$ cat src/rtl/cfg_reboot_pkg.sv
package cfg_reboot_pkg;

    // Byte width of the configuration port and of every packet element.
    localparam int BYTE_W  = 8;
    // Flash address width carried by the packet.
    localparam int ADDR_W  = 24;
    // Number of bytes in one reboot packet.
    localparam int PKT_LEN = 20;
    localparam int IDX_W   = $clog2(PKT_LEN);

    // Constant packet bytes, unmirrored.
    localparam logic [BYTE_W-1:0] B_DUMMY    = 8'hFF;
    localparam logic [BYTE_W-1:0] B_SYNC_HI  = 8'hAA;
    localparam logic [BYTE_W-1:0] B_SYNC_LO  = 8'h99;
    localparam logic [BYTE_W-1:0] B_HDR_GEN  = 8'h32;
    localparam logic [BYTE_W-1:0] B_HDR_G1   = 8'h61;
    localparam logic [BYTE_W-1:0] B_HDR_G2   = 8'h81;
    localparam logic [BYTE_W-1:0] B_HDR_CMD  = 8'h30;
    localparam logic [BYTE_W-1:0] B_HDR_CMDL = 8'hA1;
    localparam logic [BYTE_W-1:0] B_REBOOT   = 8'h0E;
    localparam logic [BYTE_W-1:0] B_NOOP     = 8'h20;
    localparam logic [BYTE_W-1:0] B_ZERO     = 8'h00;

    typedef enum logic [1:0] {
        ST_IDLE   = 2'd0,
        ST_WAIT   = 2'd1,
        ST_STROBE = 2'd2,
        ST_DONE   = 2'd3
    } seq_state_t;

endpackage

$ cat src/rtl/cfg_bit_mirror.sv
module cfg_bit_mirror #(
    parameter int W = 8
) (
    input  logic [W-1:0] din,
    output logic [W-1:0] dout
);

    // End-for-end reversal: input bit k lands on output bit W-1-k.
    for (genvar k = 0; k < W; k++) begin : g_bit
        assign dout[k] = din[W-1-k];
    end

endmodule

$ cat src/rtl/cfg_pkt_rom.sv
module cfg_pkt_rom
    import cfg_reboot_pkg::*;
(
    input  logic [IDX_W-1:0]  idx_i,
    input  logic [ADDR_W-1:0] addr_i,
    input  logic [BYTE_W-1:0] op_i,
    output logic [BYTE_W-1:0] byte_o
);

    // Packet assembly: constant framing with address and opcode spliced in.
    always_comb begin
        unique case (int'(idx_i))
            0, 1:    byte_o = B_DUMMY;
            2:       byte_o = B_SYNC_HI;
            3:       byte_o = B_SYNC_LO;
            4:       byte_o = B_HDR_GEN;
            5:       byte_o = B_HDR_G1;
            6:       byte_o = addr_i[15:8];
            7:       byte_o = addr_i[7:0];
            8:       byte_o = B_HDR_GEN;
            9:       byte_o = B_HDR_G2;
            10:      byte_o = op_i;
            11:      byte_o = addr_i[23:16];
            12:      byte_o = B_HDR_CMD;
            13:      byte_o = B_HDR_CMDL;
            14:      byte_o = B_ZERO;
            15:      byte_o = B_REBOOT;
            16, 18:  byte_o = B_NOOP;
            default: byte_o = B_ZERO;
        endcase
    end

endmodule

$ cat src/rtl/cfg_seq_fsm.sv
module cfg_seq_fsm
    import cfg_reboot_pkg::*;
(
    input  logic              clk,
    input  logic              rst_n,
    input  logic              start_i,
    input  logic [ADDR_W-1:0] addr_i,
    input  logic [BYTE_W-1:0] op_i,
    input  logic              ready_i,
    output logic [IDX_W-1:0]  idx_o,
    output logic [ADDR_W-1:0] cap_addr_o,
    output logic [BYTE_W-1:0] cap_op_o,
    output logic              wr_o,
    output logic              busy_o,
    output logic              done_o
);

    localparam logic [IDX_W-1:0] LAST_IDX = IDX_W'(PKT_LEN - 1);

    seq_state_t state_q, state_d;
    logic [IDX_W-1:0]  idx_q;
    logic [ADDR_W-1:0] addr_q;
    logic [BYTE_W-1:0] op_q;
    logic              accept;
    logic              last_byte;

    assign accept    = (state_q == ST_IDLE) && start_i;
    assign last_byte = (idx_q == LAST_IDX);

    // State register
    always_ff @(posedge clk or negedge rst_n) begin
        if (!rst_n) begin
            state_q <= ST_IDLE;
        end else begin
            state_q <= state_d;
        end
    end

    // Next-state logic
    always_comb begin
        state_d = state_q;
        unique case (state_q)
            ST_IDLE:   if (start_i) state_d = ST_WAIT;
            ST_WAIT:   if (ready_i) state_d = ST_STROBE;
            ST_STROBE: state_d = last_byte ? ST_DONE : ST_WAIT;
            ST_DONE:   state_d = ST_IDLE;
            default:   state_d = ST_IDLE;
        endcase
    end

    // Byte index: cleared on accept, stepped after each strobe
    always_ff @(posedge clk or negedge rst_n) begin
        if (!rst_n) begin
            idx_q <= '0;
        end else if (accept) begin
            idx_q <= '0;
        end else if (state_q == ST_STROBE && !last_byte) begin
            idx_q <= idx_q + 1'b1;
        end
    end

    // Address and opcode capture on the accepted start only
    always_ff @(posedge clk or negedge rst_n) begin
        if (!rst_n) begin
            addr_q <= '0;
            op_q   <= '0;
        end else if (accept) begin
            addr_q <= addr_i;
            op_q   <= op_i;
        end
    end

    // Outputs decoded from the registered state
    always_comb begin
        wr_o   = 1'b0;
        busy_o = 1'b0;
        done_o = 1'b0;
        unique case (state_q)
            ST_IDLE:   ;
            ST_WAIT:   busy_o = 1'b1;
            ST_STROBE: begin
                busy_o = 1'b1;
                wr_o   = 1'b1;
            end
            ST_DONE:   done_o = 1'b1;
            default:   ;
        endcase
    end

    assign idx_o      = idx_q;
    assign cap_addr_o = addr_q;
    assign cap_op_o   = op_q;

endmodule

$ cat src/rtl/cfg_reboot_seq.sv
module cfg_reboot_seq
    import cfg_reboot_pkg::*;
(
    input  logic              clk,
    input  logic              rst_n,
    input  logic              start_i,
    input  logic [ADDR_W-1:0] flash_addr_i,
    input  logic [BYTE_W-1:0] read_op_i,
    input  logic              port_ready_i,
    output logic [BYTE_W-1:0] port_data_o,
    output logic              port_wr_o,
    output logic              busy_o,
    output logic              done_o
);

    logic [IDX_W-1:0]  idx;
    logic [ADDR_W-1:0] cap_addr;
    logic [BYTE_W-1:0] cap_op;
    logic [BYTE_W-1:0] raw_byte;

    cfg_seq_fsm u_fsm (
        .clk        (clk),
        .rst_n      (rst_n),
        .start_i    (start_i),
        .addr_i     (flash_addr_i),
        .op_i       (read_op_i),
        .ready_i    (port_ready_i),
        .idx_o      (idx),
        .cap_addr_o (cap_addr),
        .cap_op_o   (cap_op),
        .wr_o       (port_wr_o),
        .busy_o     (busy_o),
        .done_o     (done_o)
    );

    cfg_pkt_rom u_rom (
        .idx_i  (idx),
        .addr_i (cap_addr),
        .op_i   (cap_op),
        .byte_o (raw_byte)
    );

    cfg_bit_mirror #(.W(BYTE_W)) u_mirror (
        .din  (raw_byte),
        .dout (port_data_o)
    );

endmodule

$ cat config.mk
export PLATFORM = sky130hd
export DESIGN_NAME = cfg_reboot_seq
export DESIGN_NICKNAME = d
export VERILOG_FILES = /design/src/rtl/cfg_reboot_pkg.sv /design/src/rtl/cfg_bit_mirror.sv /design/src/rtl/cfg_pkt_rom.sv /design/src/rtl/cfg_seq_fsm.sv /design/src/rtl/cfg_reboot_seq.sv
export SDC_FILE = /design/constraint.sdc
export NUM_CORES = 1
export LEC_CHECK = 0
export ABC_CLOCK_PERIOD_IN_PS = 1780
export BUFFER_PORTS_ARGS = -buffer_cell sky130_fd_sc_hd__buf_2
export CAP_MARGIN = 20
export CELL_PAD_IN_SITES_DETAIL_PLACEMENT = 1
export CELL_PAD_IN_SITES_GLOBAL_PLACEMENT = 1
export CORE_MARGIN = 2
export CORE_UTILIZATION = 38
export CTS_CLUSTER_SIZE = 24
export DETAILED_ROUTE_END_ITERATION = 7
export GPL_TIMING_DRIVEN = 0
export PLACE_DENSITY_LB_ADDON = 0.1
export SYNTH_ARGS = -nofsm -noshare
export SYNTH_HDL_FRONTEND = slang
export SYNTH_SLANG_ARGS = --single-unit
$ cat constraint.sdc
create_clock -name clk -period 1.78 [get_ports clk]
set_clock_uncertainty 0.2 [all_clocks]
set_input_delay 0.178 -clock clk [delete_from_list [all_inputs] [get_ports clk]]
set_output_delay 0.178 -clock clk [all_outputs]
set_load 0.02 [all_outputs]
==> run summary <==
Floorplan
• 38.8% — starting density of the core
• 0.00541 mm² — placeable core region
• 27 — number of cell rows
• 78.2 µm — height of the die
• 78.2 µm — Die W
• 0.00612 mm² — die area
• 47 — count of boundary I/O pins

Detailed routing
• 4 — DRT Pass-1 Iters
• 84 — starting DRC count in detailed routing
• 0 — antenna violation net count after detailed routing
• 5.99 mm — total detailed-routing wirelength
• 1797 — count of vias placed by the detailed router
• 0 — total DRC errors in the routed layout
• 5.08 — average via count per standard cell
• 16.9 µm — WL/cell

Worst setup path
• 1.40 ns — Data required, critical path
• u_fsm.idx_o[0] — Reg2Reg Launch Point
• sky130_fd_sc_hd__dfrtp_1 — cell at the slowest stage of the critical path
• register — Critical Path Start Type
• 1.80 ns — Crit path arrival time
• reg2out — crit path kind
• u_fsm.idx_o[2] — Critical Path Source
• 9 — largest fanout on the critical path
• u_fsm.idx_o[1] — reg2reg end
• 0.38 ns — Worst path max stage delay
• -0.06 ns — reg2reg setup slack
• buf_6 -> nor2b_4 -> buf_8 -> a22oi_2 -> o22ai_1 -> a311o_1 -> buf_6 — worst-path cell chain
• 7 — worst-case reg-to-reg path depth
• sky130_fd_sc_hd__buf_6 — most frequent CP cell
• output pin — Worst setup EP type

Clocking
• built — TritonCTS clock tree
• 2 — number of H-tree levels
• 2 — maximum clock insertion buffer count
• 0.29 ns — clock insertion delay at the later pin of the skew report
• 5 — TritonCTS buffer count
• 0.07 ns — register clock-pin slew on the reported worst setup and hold paths
• sky130_fd_sc_hd__clkbuf_8 — CTS Root Cell
• 39 — total clock sinks

Global routing
• 9.73 mm — global-route wire length before repair
• 40 — largest net degree at the start of global routing
• 20.6% — Tot GR Track Use
• 0 — total overflow reported by the global router
• 0 — antenna violations before repair
• 1926 — vias in the first global route

Placement
• 0.729 — routability-driven placement congestion ratio
• 46 — quantity of I/O buffers inserted on ports
• 0.00247 mm² — placed cell areas
• 3.81 mm — DP HPWL

Timing
• 0.895 ns — measured slew at the worst slew-check pin
• -0.394 ns — min setup slack post-route
• 122% — final cycle utilization of the critical path
• 40.4% — max_slew headroom
• 9 — number of setup violations in the final report
• 0 — number of max-slew violations in the final report
• 0.0640 ns — worst hold slack
• 0.460 GHz — maximum achievable frequency
• 2.17 ns — time the worst path needs with I/O delays and setup
• yes — setup repair after global routing missed its margin
• 0 — Hold Vio Cnt, Final

Pwr
• 0.000833 V — maximum ir drop on the vdd rail
• 1530 mW/mm² — power density cells
• 1.38 nW — static leakage power

Synth
• 39 — flip-flop and latch count after synthesis
• 0 — synthesis warning total
• sky130_fd_sc_hd__dfrtp_1 — Most used DFF post-synth
• sky130_fd_sc_hd__dfrtp_1 47%, sky130_fd_sc_hd__mux2_2 17%, sky130_fd_sc_hd__ha_1 6.0%, sky130_fd_sc_hd__a22oi_1 2.5%, sky130_fd_sc_hd__inv_1 2.0% — largest cells by area after synthesis
• 183 — synthesized netlist cell count
• 100% — fraction of registers with async set or reset after synthesis
• 0.00209 mm² — Netlist Area Pre-Place
• 11.4 µm² — post-synthesis area per instance
• 46.6% — post-synth top area share
• sky130_fd_sc_hd__dfrtp_1 — dominant cell type by area after synthesis
• 46.6% — portion of the post-synthesis area used by sequential elements
• 229 — Synthesized Nets
• 0 — number of synthesized flops with an enable pin
• 41 — distinct cell type count of the synthesized netlist

Run status
• complete, but fails checks — status
• setup timing — violations in the final reports

Cells and area
• 0 — diode insertion count for antenna repair
• 39 x sky130_fd_sc_hd__buf_2, 36 x sky130_fd_sc_hd__dfrtp_1, 34 x sky130_fd_sc_hd__dlygate4sd3_1, 32 x sky130_fd_sc_hd__mux2_2, 17 x sky130_fd_sc_hd__buf_4 — top library cells by usage in the layout, fill and taps aside
• 53.0% — Syn-to-layout area delta
• 327 — net count reported at finish
• 594 — fillcell total
• sky130_fd_sc_hd__buf_2 — most frequent standard cell in the layout excluding fill and tap cells
• 0.00320 mm² — final instance area
• 50.7% — share of final-layout standard cells stronger than drive strength 1
• 59.3% — fraction of the core area covered by cells at the end of the flow

Min path
• port_ready_i — source of the worst hold timing path
• 3 — number of cells on the worst hold path
• in2reg — path category of the worst min-delay check
• u_fsm.state_q[0] — destination of the worst hold path

Flow run
• 0 — count of max-cap constraint violations

## metrics by stage
step                      power (mW)  TNS (ns)  std cells  setup WS (ns)
after floorplan                 3.12         0        183        0.00821
after global placement          3.69     -9.49        301         -0.301
final                           4.91     -2.78        354         -0.394
after detailed placement        3.74    -10.22        301         -0.319
after CTS                       4.72     -2.86        350         -0.403
after global routing            5.26     -3.50        354         -0.449
## cell usage after synthesis, types with 2 or more instances
cell and count:
sky130_fd_sc_hd__a21o_1 3, sky130_fd_sc_hd__buf_2 7, sky130_fd_sc_hd__a31oi_1 2, sky130_fd_sc_hd__dfrtp_1 39, sky130_fd_sc_hd__ha_1 10, sky130_fd_sc_hd__nor2_1 4
sky130_fd_sc_hd__o22ai_1 5, sky130_fd_sc_hd__nand3_1 2, sky130_fd_sc_hd__nor3_1 3, sky130_fd_sc_hd__xnor2_1 2, sky130_fd_sc_hd__nand4_1 3, sky130_fd_sc_hd__nand2_1 9
sky130_fd_sc_hd__o21ai_0 5, sky130_fd_sc_hd__inv_1 11, sky130_fd_sc_hd__a22oi_1 7, sky130_fd_sc_hd__mux2_2 32, sky130_fd_sc_hd__a22o_1 2, sky130_fd_sc_hd__nor2b_1 4
sky130_fd_sc_hd__buf_6 2, sky130_fd_sc_hd__o211ai_1 2, sky130_fd_sc_hd__o21ai_1 2, sky130_fd_sc_hd__a21oi_1 8
## cell type report
cell class                      instances  area (µm²)  area share (%)
Sequential cell                        39         980            30.6
Multi-Input combinational cell        123        1210            37.8
Tap cell                               72        90.1            2.81
Inverter                               11        43.8            1.37
Timing Repair Buffer                   92         692            21.6
Clock buffer                            6        72.6            2.26
Buffer                                  9         103            3.20
Clock inverter                          2        12.5           0.390
## cells by family (layout without fill, tap and decap cells)
group / after synthesis / after routing / synth area share (%)
flip-flops: 39 / 39 / 46.6
adder cells (fa/ha/maj): 10 / 10 / 5.97
AO/OA/AOI/OAI: 46 / 46 / 15.3
buffers and inverters: 21 / 120 / 5.08
multiplexers: 33 / 33 / 17.7
XOR/XNOR: 2 / 2 / 0.836
AND/OR/NAND/NOR: 32 / 32 / 8.54
## flip-flops by register name, indices dropped and copies added, names as in the netlist
name / cells
u_fsm.cap_addr_o: 24
u_fsm.cap_op_o: 8
u_fsm.idx_o: 5
u_fsm.state_q: 2
## critical path, delay by kind of cell (launching register included)
kind                   cells  cell delay, ns
and+or+nand+nor            1            0.13
DFF                        1            0.38
buffers and inverters      3            0.41
AOI/OAI and AO/OA          3            0.57
## power by group
group / internal, mW / switching (mW)
clock network: 0.274 / 0.325
registers: 1.33 / 0.300
logic: 1.37 / 1.32
total: 2.97 / 1.94
## worst max-delay path by stage
stage | end | depth (start not counted)
floorplan | port_data_o[5] | 6
global placement | u_fsm.cap_op_o[7] | 5
detailed placement | u_fsm.cap_op_o[7] | 5
CTS | port_data_o[2] | 7
global route | port_data_o[2] | 6
finish | port_data_o[2] | 7
## metal layers
layer / up-vias / track usage, % / wire length, µm
li1: 867 / - / -
met1: 884 / 27.1 / 2760
met2: 42 / 35.2 / 2990
met3: 4 / 3.79 / 202
met4: 0 / 5.26 / 46
met5: - / 0 / 0
## timing repair
action | CTS | global route
buffers inserted | 8 | 4
endpoints found under the setup margin | 41 | 43
hold buffers | 34 | 0
endpoints found under the hold margin | 75 | 0
gates resized for setup | 39 | 23
pin swaps | 9 | 8
No activity file was read; power rests on OpenSTA's default activity.
